`src/rtl/usbdc_pkg.sv`:
```
package usbdc_pkg;
  typedef enum logic [1:0] {
    MODE_IDLE = 2'b00,
    MODE_RSVD = 2'b01,
    MODE_DEV  = 2'b10,
    MODE_HOST = 2'b11
  } ctl_mode_e;

  localparam int CTRL_IDX   = 0;
  localparam int SETUP_IDX  = 1;
  localparam int ENDIAN_BIT = 8;
endpackage

```
`src/rtl/mode_lock_reg.sv`:
```
module mode_lock_reg (
  input  logic       clk,
  input  logic       rst,
  input  logic       ctl_rst,
  input  logic       wr_ctrl,
  input  logic [1:0] wr_mode,
  input  logic       wr_endian,
  output logic [1:0] mode_q,
  output logic       endian_q,
  output logic       locked_q
);
  always_ff @(posedge clk) begin
    if (rst || ctl_rst) begin
      mode_q   <= usbdc_pkg::MODE_IDLE;
      endian_q <= 1'b0;
      locked_q <= 1'b0;
    end else if (wr_ctrl) begin
      endian_q <= wr_endian;
      if (!locked_q) begin
        mode_q   <= wr_mode;
        locked_q <= 1'b1;
      end
    end
  end
endmodule

```
`src/rtl/setup_stat_reg.sv`:
```
module setup_stat_reg #(
  parameter int NUM_EP = 4
) (
  input  logic              clk,
  input  logic              rst,
  input  logic              ctl_rst,
  input  logic              dev_mode,
  input  logic [NUM_EP-1:0] evt,
  input  logic [NUM_EP-1:0] clr_mask,
  output logic [NUM_EP-1:0] stat_q
);
  logic [NUM_EP-1:0] set_mask;
  assign set_mask = dev_mode ? evt : '0;

  always_ff @(posedge clk) begin
    if (rst || ctl_rst) stat_q <= '0;
    else                stat_q <= (stat_q & ~clr_mask) | set_mask;
  end
endmodule

```
`src/rtl/byte_lane_swap.sv`:
```
module byte_lane_swap #(
  parameter int DATA_W = 32
) (
  input  logic              clk,
  input  logic              rst,
  input  logic              ctl_rst,
  input  logic              big_end,
  input  logic              is_buf,
  input  logic [DATA_W-1:0] din,
  output logic [DATA_W-1:0] dout
);
  localparam int LANES = DATA_W / 8;
  logic [DATA_W-1:0] swapped;

  for (genvar k = 0; k < LANES; k++) begin : g_lane
    assign swapped[8*k +: 8] = din[8*(LANES-1-k) +: 8];
  end

  always_ff @(posedge clk) begin
    if (rst || ctl_rst)      dout <= '0;
    else if (is_buf && big_end) dout <= swapped;
    else                     dout <= din;
  end
endmodule

```
`src/rtl/usb_devctl_regs.sv`:
```
module usb_devctl_regs #(
  parameter int ADDR_W = 4,
  parameter int REG_W  = 32,
  parameter int DATA_W = 32,
  parameter int NUM_EP = 4
) (
  input  logic              clk,
  input  logic              rst,
  input  logic              ctl_rst,
  input  logic              reg_wr,
  input  logic              reg_rd,
  input  logic [ADDR_W-1:0] reg_addr,
  input  logic [REG_W-1:0]  reg_wdata,
  output logic [REG_W-1:0]  reg_rdata,
  input  logic [NUM_EP-1:0] setup_evt,
  input  logic [DATA_W-1:0] buf_word_in,
  input  logic              buf_is_data,
  output logic [DATA_W-1:0] buf_word_out,
  output logic [1:0]        ctl_mode,
  output logic              endian_sel
);
  import usbdc_pkg::*;

  localparam logic [ADDR_W-1:0] A_CTRL  = ADDR_W'(CTRL_IDX);
  localparam logic [ADDR_W-1:0] A_SETUP = ADDR_W'(SETUP_IDX);

  logic              hit_ctrl, hit_setup;
  logic              mode_locked;
  logic [NUM_EP-1:0] setup_q;
  logic [NUM_EP-1:0] clr_mask;
  logic [REG_W-1:0]  rd_mux;

  assign hit_ctrl  = reg_addr == A_CTRL;
  assign hit_setup = reg_addr == A_SETUP;
  assign clr_mask  = (reg_wr && hit_setup) ? reg_wdata[NUM_EP-1:0] : '0;

  mode_lock_reg u_mode (
    .clk       (clk),
    .rst       (rst),
    .ctl_rst   (ctl_rst),
    .wr_ctrl   (reg_wr && hit_ctrl),
    .wr_mode   (reg_wdata[1:0]),
    .wr_endian (reg_wdata[ENDIAN_BIT]),
    .mode_q    (ctl_mode),
    .endian_q  (endian_sel),
    .locked_q  (mode_locked)
  );

  setup_stat_reg #(.NUM_EP(NUM_EP)) u_setup (
    .clk      (clk),
    .rst      (rst),
    .ctl_rst  (ctl_rst),
    .dev_mode (ctl_mode == MODE_DEV),
    .evt      (setup_evt),
    .clr_mask (clr_mask),
    .stat_q   (setup_q)
  );

  byte_lane_swap #(.DATA_W(DATA_W)) u_swap (
    .clk     (clk),
    .rst     (rst),
    .ctl_rst (ctl_rst),
    .big_end (endian_sel),
    .is_buf  (buf_is_data),
    .din     (buf_word_in),
    .dout    (buf_word_out)
  );

  always_comb begin
    rd_mux = '0;
    if (hit_ctrl) begin
      rd_mux[1:0]        = ctl_mode;
      rd_mux[ENDIAN_BIT] = endian_sel;
    end else if (hit_setup) begin
      rd_mux[NUM_EP-1:0] = setup_q;
    end
  end

  always_ff @(posedge clk) begin
    if (rst || ctl_rst) reg_rdata <= '0;
    else if (reg_rd)    reg_rdata <= rd_mux;
  end
endmodule

```
`config.mk`:
```
export PLATFORM = sky130hd
export DESIGN_NAME = usb_devctl_regs
export DESIGN_NICKNAME = d
export VERILOG_FILES = /design/src/rtl/usbdc_pkg.sv /design/src/rtl/mode_lock_reg.sv /design/src/rtl/setup_stat_reg.sv /design/src/rtl/byte_lane_swap.sv /design/src/rtl/usb_devctl_regs.sv
export SDC_FILE = /design/constraint.sdc
export NUM_CORES = 1
export LEC_CHECK = 0
export BUFFER_PORTS_ARGS = -buffer_cell sky130_fd_sc_hd__clkbuf_2
export CAP_MARGIN = 20
export CORE_MARGIN = 4
export CORE_UTILIZATION = 44
export CTS_BUF_LIST = sky130_fd_sc_hd__clkbuf_4
export DETAILED_ROUTE_END_ITERATION = 7
export GPL_TIMING_DRIVEN = 0
export PLACE_DENSITY = 0.82
export SYNTH_ARGS = -nofsm -noshare
export SYNTH_HDL_FRONTEND = slang
export SYNTH_HIERARCHICAL = 1
export SYNTH_SLANG_ARGS = --single-unit
```
`constraint.sdc`:
```
create_clock -name clk -period 1.85 [get_ports clk]
set_clock_uncertainty 0.15 [all_clocks]
set_input_delay 0.37 -clock clk [delete_from_list [all_inputs] [get_ports clk]]
set_output_delay 0.37 -clock clk [all_outputs]
set_load 0.01 [all_outputs]
```
==> results.md <==
* Status: complete, no violations
* CTS buffer count at 5
* Maxcap violations at 0
* Setup crit end kind: flop
* I/O pins at 145
* Height of the die at between 80 and 90 um
* Core box area at 0.00514 mm^2
* Syn Inst Count at 236
* Placed Area at roughly 0.003 mm^2
* Min Tclk post-route at 1.60 ns
* RSZ-0062 raised after global routing: no
* CTS resizes at 0
* FF+latch count, synth at 45
* Area leader, netlist: dfxtp_1
* Via count at 2,028
* Share of cells above drive strength 1 at 0.525
* Total GRT Usage at 0.167
* Crit start category: primary input
* Hold_buf cts at 0
* Max stage delay cell, worst path: nor4b_2
* Final hold vios at 0
* Critical Path, Cell by Cell: clkbuf_2, nor4b_2, nor2b_1, and2b_2, mux2i_1, nor3_1
* Critical Path Max Stage Delay at 0.44 ns
* Largest delay share family, worst path: simple AND/OR/NAND/NOR gates
* M1 GR Usage at 0.207
* Arrival @ worst endpoint at about 1.7 ns
* Min-Delay Path Class: in -> reg
* Design area at 0.00305 mm^2
* Post-synth top area share at 0.381
* Post-route ant nets at 0
* Met3 GRT Util at 0.0388
* Clock tree sinks at 45
* GR met2 Demand/Resource at 0.273
* Starting DRT DRC Count at 148
* Vias per Instance at between 4 and 5
* Largest net degree at the start of global routing at 13
* HPWL Detailed at 4.44 mm
* First-pass GRT wire length at approximately 8.6 mm
* Post-Route WL at ~5.6 mm
* Mean Syn Cell Area at between 10 and 15 um^2
* GPL Wtd Cong at around 0.82
* Highest clock rate at between 600 and 700 MHz
* Period utilization at 0.865
* Worst-path fanout max at 5
* Nets at between 400 and 500
* Num rows at 26
* Most frequent cells after synthesis: dfxtp_1, a21oi_2, nand3_1, a21bo_1, buf_4
* Avg WL per Cell at about 13 um
* Die width at between 80 and 90 um
* Clock-pin slew of the registers on the worst-case setup and hold paths at about 0.12 ns
* CP bufs+invs at 1
* DR pass1 iterations at 4
* Port Buffer Count at 88
* Final setup violation count at 0
* PD cells at slightly below 600 mW/mm^2
* Clk_lat worst skew at around 0.34 ns
* Initial antenna violation count at 0
* DRC viols at 0
* ANT cells at 0
* Number of enable flip-flop cells after synthesis at 0
* Leading post-synthesis cells by cell area: dfxtp_1, a21oi_2, a21bo_1
* GRT busiest layer: met2
* CTS H-tree depth at 2
* VDD IR max at 243 uV
* Primary FF master, synth: dfxtp_1
* Count leader, synth: dfxtp_1
* Die ar. at ~0.0066 mm^2
* Root Driver: clkbuf_4
* Clock Path Buffers at 2
* Slew Viols, Final at 0
* Lkg Pwr at approximately 1.5 nW
* Register area share after synthesis at 0.381
* Critical Path RT at approximately 1.9 ns
* Vias in the first global route at 1,988
* Postcts setup bufs at 0
* Layout area overhead at 29.3%
* Final core utilization at 0.594
* FFs w/ async S/R, synth at 0
* Starting density of the core at 0.460
* Worst Path Class, Setup: in -> reg
* Number of synthesis warnings at 6
* Final global-route overflow total at 0
* CTS tree: done
* Mapped Area at 0.00236 mm^2
* Library cells used by synthesis at 30
==> power breakdown <==
| group | internal (mW) | switching [mW] |
|---|---|---|
| Clock | 0.196 | 0.281 |
| Sequential | 0.997 | 0.00778 |
| Combinational | 0.167 | 0.169 |
| Total | 1.36 | 0.458 |
==> registers in the layout, indices dropped and copies added, names as in the netlist <==
signal,cells
u_setup/stat_q,4
u_mode/locked_q,1
u_swap/dout,32
u_mode/mode_q,2
u_mode/endian_q,1
reg_rdata,5
==> worst min-delay path, delay by kind of cell <==
kind | cells | cell delay [ns]
AND/OR/NAND/NOR | 1 | 0.06
AO/OA/AOI/OAI | 1 | 0.05
buffers and inverters | 1 | 0.08
==> cell type report <==
| cell class | instances | area [um^2] |
|---|---|---|
| fillers | 476 | 2090 |
| multi-input cells | 168 | 1190 |
| flip-flops and latches | 45 | 901 |
| repair buffers | 88 | 440 |
| plain buffers | 46 | 368 |
| well taps | 70 | 87.6 |
| clock buffers | 8 | 60.1 |
| inverters | 3 | 11.3 |
==> final timing paths <==
kind              startpoint           endpoint  slack (ns)  depth (start not counted)
max              reg_addr[1]   u_mode/mode_q[1]        0.25                          6
min             setup_evt[3]  u_setup/stat_q[3]        0.11                          3
max reg2reg  u_mode/endian_q    u_swap/dout[14]        0.53                          4
min reg2reg     reg_rdata[1]       reg_rdata[1]        0.32                          2
==> per-stage QoR <==
step / setup WS, ns / setup TNS, ns / hold WS [ns] / std cells / power [mW]
floorplan: 0.104 / 0 / 0.295 / 262 / 1.24
global placement: -0.256 / -0.586 / 0.305 / 420 / 1.35
detailed placement: -0.296 / -0.703 / 0.312 / 420 / 1.36
CTS: 0.0761 / 0 / 0.0914 / 428 / 1.83
global route: 0.155 / 0 / 0.0927 / 428 / 1.90
finish: 0.250 / 0 / 0.106 / 428 / 1.82
==> layout by cell type (no fill, tap or decap), types with 5 or more instances in the layout <==
cell type | netlist | layout
buf_6 | 11 | 11
buf_4 | 28 | 28
a21bo_1 | 28 | 28
clkbuf_4 | 0 | 8
a21oi_2 | 34 | 34
nand3_1 | 32 | 32
dfxtp_1 | 45 | 45
clkbuf_2 | 0 | 88
nand2_1 | 6 | 6
mux2i_1 | 5 | 5
buf_2 | 6 | 6
conb_1 | 1 | 27
==> cells by family (layout without fill, tap and decap cells) <==
logic type | count (synthesis) | count (layout) | share of synthesized area
AOI/OAI and AO/OA | 73 | 73 | 0.283
other | 1 | 27 | 0.00159
and+or+nand+nor | 63 | 63 | 0.152
buffers and inverters | 49 | 145 | 0.160
muxes | 5 | 5 | 0.0212
DFF | 45 | 45 | 0.381
==> per-layer routing <==
layer,vias up,wire (um)
met5,-,0
met4,0,136
met3,14,394
met2,85,2780
met1,912,2330
li1,1017,-
No activity file was read; power rests on OpenSTA's default activity.
